$ cat src/rtl/cal_pkg.sv
package cal_pkg;
  localparam int BYTE_W    = 8;
  localparam int NUM_BYTES = 8;
  localparam int CAL_W     = BYTE_W * NUM_BYTES;

  // Byte positions in the bank (the ordering is part of the interface)
  localparam int IX_SEC  = 0;
  localparam int IX_MIN  = 1;
  localparam int IX_HOUR = 2;
  localparam int IX_DAY  = 3;
  localparam int IX_MON  = 4;
  localparam int IX_YEAR = 5;
  localparam int IX_WDAY = 6;
  localparam int IX_CENT = 7;
  localparam int NUM_CHAIN = 6;  // seconds .. year form the carry chain

  // Next packed-BCD value, no range limit.
  function automatic logic [BYTE_W-1:0] bcd_inc(input logic [BYTE_W-1:0] v);
    logic [BYTE_W-1:0] r;
    if (v[3:0] >= 4'd9) r = {v[7:4] + 4'd1, 4'd0};
    else                r = {v[7:4], v[3:0] + 4'd1};
    return r;
  endfunction

  // Divisible-by-4 test on a packed-BCD year.
  function automatic logic bcd_div4(input logic [BYTE_W-1:0] y);
    logic u_ok_even, u_ok_odd;
    u_ok_even = (y[3:0] == 4'd0) || (y[3:0] == 4'd4) || (y[3:0] == 4'd8);
    u_ok_odd  = (y[3:0] == 4'd2) || (y[3:0] == 4'd6);
    return y[4] ? u_ok_odd : u_ok_even;
  endfunction
endpackage

$ cat src/rtl/bcd_field.sv
module bcd_field
  import cal_pkg::*;
#(
  parameter int W = BYTE_W
) (
  input  logic [W-1:0] cur,
  input  logic [W-1:0] limit,
  input  logic [W-1:0] wrap,
  input  logic         carry_in,
  output logic [W-1:0] nxt,
  output logic         carry_out
);
  logic at_limit;

  always_comb begin
    at_limit  = (cur == limit);
    carry_out = carry_in && at_limit;
    if (!carry_in)     nxt = cur;
    else if (at_limit) nxt = wrap;
    else               nxt = bcd_inc(cur);
  end
endmodule

$ cat src/rtl/cal_month_end.sv
module cal_month_end
  import cal_pkg::*;
(
  input  logic [BYTE_W-1:0] month,
  input  logic [BYTE_W-1:0] year,
  output logic [BYTE_W-1:0] last_day
);
  always_comb begin
    unique case (month)
      8'h02:                      last_day = bcd_div4(year) ? 8'h29 : 8'h28;
      8'h04, 8'h06, 8'h09, 8'h11: last_day = 8'h30;
      default:                    last_day = 8'h31;
    endcase
  end
endmodule

$ cat src/rtl/bcd_calendar.sv
module bcd_calendar
  import cal_pkg::*;
#(
  parameter int                TIME_BYTES  = 3,
  parameter logic [BYTE_W-1:0] RST_HOUR    = 8'h80,
  parameter logic [BYTE_W-1:0] RST_CENTURY = 8'h20,
  parameter int                WDAY_W      = 3,
  parameter int                WDAY_LAST   = 6
) (
  input  logic             clk,
  input  logic             rst,
  input  logic             tick,
  input  logic             load_en,
  input  logic             load_date,
  input  logic [CAL_W-1:0] load_data,
  output logic [CAL_W-1:0] cal_q,
  output logic             clk_fail
);
  localparam logic [BYTE_W-1:0] HOUR_VAL_MASK  = 8'h3F;
  localparam logic [BYTE_W-1:0] HOUR_FLAG_MASK = ~HOUR_VAL_MASK;

  logic [BYTE_W-1:0] bank [NUM_BYTES];
  logic [BYTE_W-1:0] fcur [NUM_CHAIN];
  logic [BYTE_W-1:0] flim [NUM_CHAIN];
  logic [BYTE_W-1:0] fwrap[NUM_CHAIN];
  logic [BYTE_W-1:0] fnxt [NUM_CHAIN];
  logic              fcar [NUM_CHAIN+1];
  logic [BYTE_W-1:0] day_last, cent_nxt;
  logic              cent_car;
  logic [WDAY_W-1:0] wday_nxt;

  cal_month_end u_mend (
    .month(bank[IX_MON]), .year(bank[IX_YEAR]), .last_day(day_last)
  );

  always_comb begin
    fcur[IX_SEC]  = bank[IX_SEC];   flim[IX_SEC]  = 8'h59;  fwrap[IX_SEC]  = 8'h00;
    fcur[IX_MIN]  = bank[IX_MIN];   flim[IX_MIN]  = 8'h59;  fwrap[IX_MIN]  = 8'h00;
    fcur[IX_HOUR] = bank[IX_HOUR] & HOUR_VAL_MASK;
    flim[IX_HOUR] = 8'h23;          fwrap[IX_HOUR] = 8'h00;
    fcur[IX_DAY]  = bank[IX_DAY];   flim[IX_DAY]  = day_last; fwrap[IX_DAY] = 8'h01;
    fcur[IX_MON]  = bank[IX_MON];   flim[IX_MON]  = 8'h12;  fwrap[IX_MON]  = 8'h01;
    fcur[IX_YEAR] = bank[IX_YEAR];  flim[IX_YEAR] = 8'h99;  fwrap[IX_YEAR] = 8'h00;
    fcar[0] = tick;
  end

  for (genvar i = 0; i < NUM_CHAIN; i++) begin : g_chain
    bcd_field #(.W(BYTE_W)) u_fld (
      .cur(fcur[i]), .limit(flim[i]), .wrap(fwrap[i]),
      .carry_in(fcar[i]), .nxt(fnxt[i]), .carry_out(fcar[i+1])
    );
  end

  bcd_field #(.W(BYTE_W)) u_cent (
    .cur(bank[IX_CENT]), .limit(8'h99), .wrap(8'h00),
    .carry_in(fcar[NUM_CHAIN]), .nxt(cent_nxt), .carry_out(cent_car)
  );

  always_comb begin
    if (bank[IX_WDAY][WDAY_W-1:0] >= WDAY_W'(WDAY_LAST)) wday_nxt = '0;
    else wday_nxt = bank[IX_WDAY][WDAY_W-1:0] + WDAY_W'(1);
  end

  always_ff @(posedge clk) begin
    if (rst) begin
      bank[IX_SEC]  <= 8'h00;
      bank[IX_MIN]  <= 8'h00;
      bank[IX_HOUR] <= RST_HOUR;
      bank[IX_DAY]  <= 8'h01;
      bank[IX_MON]  <= 8'h01;
      bank[IX_YEAR] <= 8'h00;
      bank[IX_WDAY] <= 8'h00;
      bank[IX_CENT] <= RST_CENTURY;
      clk_fail      <= 1'b1;
    end else if (load_en) begin
      for (int k = 0; k < NUM_BYTES; k++)
        if (load_date || k < TIME_BYTES) bank[k] <= load_data[k*BYTE_W +: BYTE_W];
      clk_fail <= 1'b0;
    end else if (tick) begin
      bank[IX_SEC]  <= fnxt[IX_SEC];
      bank[IX_MIN]  <= fnxt[IX_MIN];
      bank[IX_HOUR] <= fnxt[IX_HOUR] | (bank[IX_HOUR] & HOUR_FLAG_MASK);
      bank[IX_DAY]  <= fnxt[IX_DAY];
      bank[IX_MON]  <= fnxt[IX_MON];
      bank[IX_YEAR] <= fnxt[IX_YEAR];
      if (fcar[IX_DAY]) bank[IX_WDAY] <= {{(BYTE_W-WDAY_W){1'b0}}, wday_nxt};
      bank[IX_CENT] <= cent_nxt;
    end
  end

  always_comb
    for (int k = 0; k < NUM_BYTES; k++) cal_q[k*BYTE_W +: BYTE_W] = bank[k];

  // Seconds at 59 roll over and bump minutes
  p_sec_wrap_r3: assert property (@(posedge clk) disable iff (rst)
    tick && !load_en && bank[IX_SEC] == 8'h59 && bank[IX_MIN] != 8'h59
    |=> bank[IX_SEC] == 8'h00 && bank[IX_MIN] == bcd_inc($past(bank[IX_MIN])));

  // Counting leaves the flag bits of the hour byte alone
  p_hour_flag_r4: assert property (@(posedge clk) disable iff (rst)
    tick && !load_en |=> bank[IX_HOUR][7:6] == $past(bank[IX_HOUR][7:6]));

  // Weekday moves only on a day carry
  p_wday_hold_r7: assert property (@(posedge clk) disable iff (rst)
    !load_en && !fcar[IX_DAY] |=> bank[IX_WDAY] == $past(bank[IX_WDAY]));

  // Time-only load keeps the date bytes
  p_time_only_r10: assert property (@(posedge clk) disable iff (rst)
    load_en && !load_date |=> cal_q[CAL_W-1:TIME_BYTES*BYTE_W] ==
                               $past(cal_q[CAL_W-1:TIME_BYTES*BYTE_W]));

  // Load wins over a tick in the same cycle
  p_load_prio_r11: assert property (@(posedge clk) disable iff (rst)
    load_en |=> cal_q[TIME_BYTES*BYTE_W-1:0] == $past(load_data[TIME_BYTES*BYTE_W-1:0]));

  // Failure flag: cleared by load, falls only on a load
  p_fail_clear_r12: assert property (@(posedge clk) disable iff (rst)
    load_en |=> !clk_fail);
  p_fail_fall_r12: assert property (@(posedge clk) disable iff (rst)
    $fell(clk_fail) |-> $past(load_en));

  // Idle cycles hold the bank
  p_idle_hold_r13: assert property (@(posedge clk) disable iff (rst)
    !tick && !load_en |=> $stable(cal_q));
endmodule

$ cat config.mk
export PLATFORM = sky130hd
export DESIGN_NAME = bcd_calendar
export DESIGN_NICKNAME = d
export VERILOG_FILES = /design/src/rtl/cal_pkg.sv /design/src/rtl/bcd_field.sv /design/src/rtl/cal_month_end.sv /design/src/rtl/bcd_calendar.sv
export SDC_FILE = /design/constraint.sdc
export NUM_CORES = 1
export LEC_CHECK = 0
export BUFFER_PORTS_ARGS = -buffer_cell sky130_fd_sc_hd__buf_2
export CORE_AREA = 3 3 96 98
export DETAILED_ROUTE_END_ITERATION = 8
export DIE_AREA = 0 0 99 101
export PLACE_DENSITY = 0.82
export SYNTH_ARGS = -nofsm -noshare
export SYNTH_HDL_FRONTEND = slang
export SYNTH_SLANG_ARGS = --single-unit
export TNS_END_PERCENT = 10
$ cat constraint.sdc
create_clock -name clk -period 2.7 [get_ports clk]
set_input_delay 0.27 -clock clk [delete_from_list [all_inputs] [get_ports clk]]
set_output_delay 0.27 -clock clk [all_outputs]
set_load 0.05 [all_outputs]
== After elaboration in Yosys (flattened, before gate mapping) ==
Memories as Yosys holds them, arrays and structs flattened.
Index checks and enable logic that the tools add are counted.
Cells by class
  muxes and demuxes: 59
  equality and inequality tests: 16
  reduce and logical (&&, ||, !) cells: 11
  $lt $le $gt $ge: 8
  bitwise operators: 17
  $add $sub $neg: 15
Operators with widths (number)
  8-bit 2-to-1 mux: 37
  4-bit by 1-bit adder with 4-bit output (second input constant): 13
  4-bit >= comparator (second input constant): 7
  1-bit 2-to-1 mux: 20
  8-bit by 3-bit equality test with 1-bit output (second input constant): 2
  8-bit by 5-bit equality test with 1-bit output (second input constant): 2
  8-bit by 7-bit equality test with 1-bit output (second input constant): 2
  8-bit equality test (second input constant): 2
  1-bit bitwise OR: 16
  8-bit one-hot mux with 2 select lines: 1
  4-bit by 3-bit equality test with 1-bit output (second input constant): 2
  8-bit by 2-bit equality test with 1-bit output (second input constant): 1
  8-bit by 4-bit equality test with 1-bit output (second input constant): 1
  8-bit equality test: 1
  8-bit bitwise OR: 1
  6-bit equality test (second input constant): 1
  1-bit logical AND: 6
  4-bit by 2-bit equality test with 1-bit output (second input constant): 1
  4-bit equality test (second input constant): 1
  4-bit logical NOT: 1
  4-bit OR reduction: 1
  2-bit by 1-bit adder with 3-bit output (second input constant): 1
  3-bit by 1-bit adder with 3-bit output (second input constant): 1
  3-bit >= comparator (second input constant): 1
  2 further kinds: 4
Storage, ports and cells
  input port bits: 69
  bits in writable memories: 64
  output and inout port bits: 65
  memories kept: 1
  register bits: 1
  logic and storage cells: 128
Memory list
  bank: words 8, bits a word 8, rd ports 8, clocked after memory_dff 0, wr ports 8, RTL line bcd_calendar.sv:22  | logic [BYTE_W-1:0] bank [NUM_BYTES];

== Logic depth before layout (Yosys ltp) ==
An unclocked memory read counts as a cell.
  depth after elaboration: 13
  gate-level depth with buffers: 8
  gate-level depth less buffers: 8

== By module ==
From an unflattened synthesis, not the netlist that was laid out.
Unflattened totals
  cells, all modules: 715
  area total of the unflattened synthesis: 6506.2 um2
By module, submodules not included
  bcd_field: area an instance 509.2 um2, seq. area each 0.0 um2, times used 7, cells an instance 72
  bcd_calendar: area an instance 2798.9 um2, seq. area each 1891.8 um2, times used 1, cells an instance 191
  cal_month_end: area an instance 142.6 um2, seq. area each 0.0 um2, times used 1, cells an instance 20

== Least setup slack after synthesis ==
Ideal clock, no wire load.
  kind: reg2reg
  start point: mem bank[4][0], in the netlist bank[1][0]
  end point: mem bank[7][4], in the netlist bank[1][28], enable pin
  period minus slack after synthesis: 2.716 ns
  stages on the path, launching flop included: 9
  required time: 2.361 ns
  arrival: 2.377 ns
  path buffers: 0
  library setup time: 0.339 ns
  slack: -0.016 ns
  cell sequence: edfxtp_1 > inv_1 > ha_1 > nor2b_1 > a311oi_1 > a31oi_1 > nor3_4 > nand4_1 > a21oi_1
RTL lines (RTL line)
  from (decl): bcd_calendar.sv:22

==> flow_summary.yaml <==
status:
  status: "finished, final reports clean"
timing:
  final_hold_viol_count: 0
  fmax_mhz: 394
  final-setup-viol-count: 0
  finalSetupTns_ps: 0
  drv_slew: 0
  tightestPinTransition_ps: 836
  min_period_ps: 2540
  fin_hold_ws_ps: 171
  worst_slew_margin_rel: 0.442
  rsz0062_at_grt: "false"
  period_share: 0.940
  skew_ps: 16.3
drt:
  routedWlPerCell_um: 16.4
  vias_per_cell: 5.47
  via_count: 3607
  drc: 0
  drt-initial-drc-count: 176
  dr.pass1.iters: 5
  ant_nets: 0
  wl_um: 10800
synthesis:
  synth.distinct_cells: 54
  syn_area_mm2: 0.00414
  syn_nets: 513
  yosys.area.top_type: "edfxtp_1"
  ys_top_cells_by_area: "edfxtp_1 (43%), ha_1 (12%), nand2_1 (5.3%)"
  syn_inst: 404
  syn_avg_cell_area_um2: 10.3
  synth_warnings: 0
  synth-edff-count: 59
  synth-main-ff-cell: "edfxtp_1"
  ys_ff_latch: 65
  synth_async_sr_flop_share: 0
  synth_top_area_share: 0.428
  seq_area_frac_synth: 0.457
grt:
  grt_overflow: 0
  grt_max_degree: 37
  grt_pass1_vias: 3540
  grt_pass1_wl_um: 17100
  grt_use_total: 0.215
  antenna_found_initial: 0
pwr:
  cellLeakagePower_nw: 2.31
  ir_drop_uv: 282
  p_per_area_mw_per_mm2: 542
  power.total_mw: 2.79
setup_path:
  cp_max_fo: 5
  crit_start: "bank[1][1]"
  crit_path_end_kind: "register"
  crit_arrival_ps: 2540
  critical_path_class: "reg2reg"
  worst_setup_path_start_kind: "register"
  regToRegStartpoint: "bank[1][1]"
  worstPathRequired_ps: 2700
clock_tree:
  htreeDepth: 3
  cts.path.max_buffers: 2
  cts_setup_buffers: 0
  clk_latency_ps: 340
  clk_pin_slew_ps: 80
  cts_buffers: 9
  cts_tree: "yes"
  hold_buffers: 0
  cts_root_buf: "clkbuf_8"
  cts.sinks: 65
placement:
  gp_congestion: 0.893
  dpl.cell_count: 643
  dp_hpwl_um: 8500
  portBuffers: 133
floorplan:
  rows: 34
  dieWidth_um: 99
  coreArea_mm2: 0.00855
  die_h_um: 101
  initial_utilization: 0.484
  ios: 134
  dieArea_mm2: 0.0100
finish:
  fin_cells: 659
  utilization: 0.603
  drive_gt1_frac: 0.310
  fillers: 731
  final_nets: 655
  syn2layout_area_growth_pct: 24.4
  diodes: 0
flow_run:
  maxCapViolations: 0
worst_hold_path:
  hp-class: "in2reg"
  hold_start: "load_data[55]"
-- flip-flops by register name, summed over array words and instances, names as in the netlist --
register / count
clk_fail: 1
bank: 64
-- logic make-up after synthesis --
logic type / after synthesis / share of synthesized area
and+or+nand+nor: 137 / 0.163
AOI/OAI and AO/OA: 94 / 0.157
DFF: 65 / 0.457
adders and majority gates: 40 / 0.121
buffers and inverters: 38 / 0.0363
xor gates and xnor gates: 29 / 0.0631
muxes: 1 / 0.00272
-- what timing repair did --
action | 4_1_cts | 5_1_grt
endpoints found under the setup margin | 2 | 8
hold endpoints to repair | 0 | 0
cloned | 0 | 0
resized for setup | 1 | 2
-- path summary, 6_finish.rpt --
| path | to | slack (ps) | cells past startpoint |
|---|---|---|---|
| worst max-delay path | bank[1][5] | 160 | 8 |
| worst min-delay path | bank[1][23] | 170 | 3 |
| worst max register to register | bank[1][5] | 160 | 8 |
| worst min register to register | bank[1][23] | 450 | 2 |
-- Yosys cell counts (14+ instances only) --
cell type  instances
inv_1             30
xor2_1            14
nand3_1           15
a22o_1            22
nand2_1           59
ha_1              40
xnor2_1           14
a21oi_1           20
o21ai_0           25
edfxtp_1          59
nor2_1            25
-- per-layer routing --
metal / routed length (µm) / global-route usage / part of all wire / vias up
met5: 0 / 0 / 0 / -
met4: 187 / 0.0861 / 0.017 / 0
met2: 5380 / 0.361 / 0.50 / 117
met3: 641 / 0.0298 / 0.059 / 15
li1: - / - / - / 1738
met1: 4610 / 0.281 / 0.43 / 1737
-- report_power, final --
part	total [mW]	internal [mW]	switching [mW]
Clock	0.800	0.420	0.380
Combinational	0.706	0.210	0.496
Sequential	1.29	1.19	0.0959
Total	2.79	1.82	0.971
-- layout by cell type (no fill, tap or decap), types with 3 or more instances in the layout --
cell type,instances
a21boi_0,3
a21o_1,3
a21oi_1,17
a21oi_2,4
a22o_1,22
a22oi_1,3
a31oi_1,4
and2_1,3
buf_2,133
buf_4,6
clkbuf_8,9
dfxtp_1,6
edfxtp_1,59
ha_1,40
inv_1,30
nand2_1,59
nand2b_1,3
nand3_1,15
nand4b_1,4
nor2_1,25
nor2b_1,3
o21ai_0,25
xnor2_1,14
xor2_1,14
-- critical path: stages (launching register included) --
cell	delay, ps
edfxtp_1	460
inv_1	150
ha_1	200
nor4b_1	280
a32o_2	200
o21ai_4	80
xnor2_2	310
nand3_1	160
a21oi_1	350
-- through the flow --
step	setup slack (ps)	instance area [µm²]
5_1_grt	26.0	5150
3_3_place_gp	228	4950
6_report	162	5150
2_1_floorplan	-13.4	4150
4_1_cts	61.9	5150
3_5_place_dp	82.4	4950
-- layout make-up --
| class | instances | area [µm²] | share of cell area |
|---|---|---|---|
| multi-input cells | 301 | 2120 | 0.411 |
| flip-flops and latches | 65 | 1890 | 0.367 |
| repair buffers | 139 | 711 | 0.138 |
| well taps | 108 | 135 | 0.0262 |
| clock buffers | 10 | 128 | 0.0248 |
| inverters | 30 | 113 | 0.0218 |
| clock inverters | 6 | 58.8 | 0.0114 |
Power figures use the tool's default switching activity.
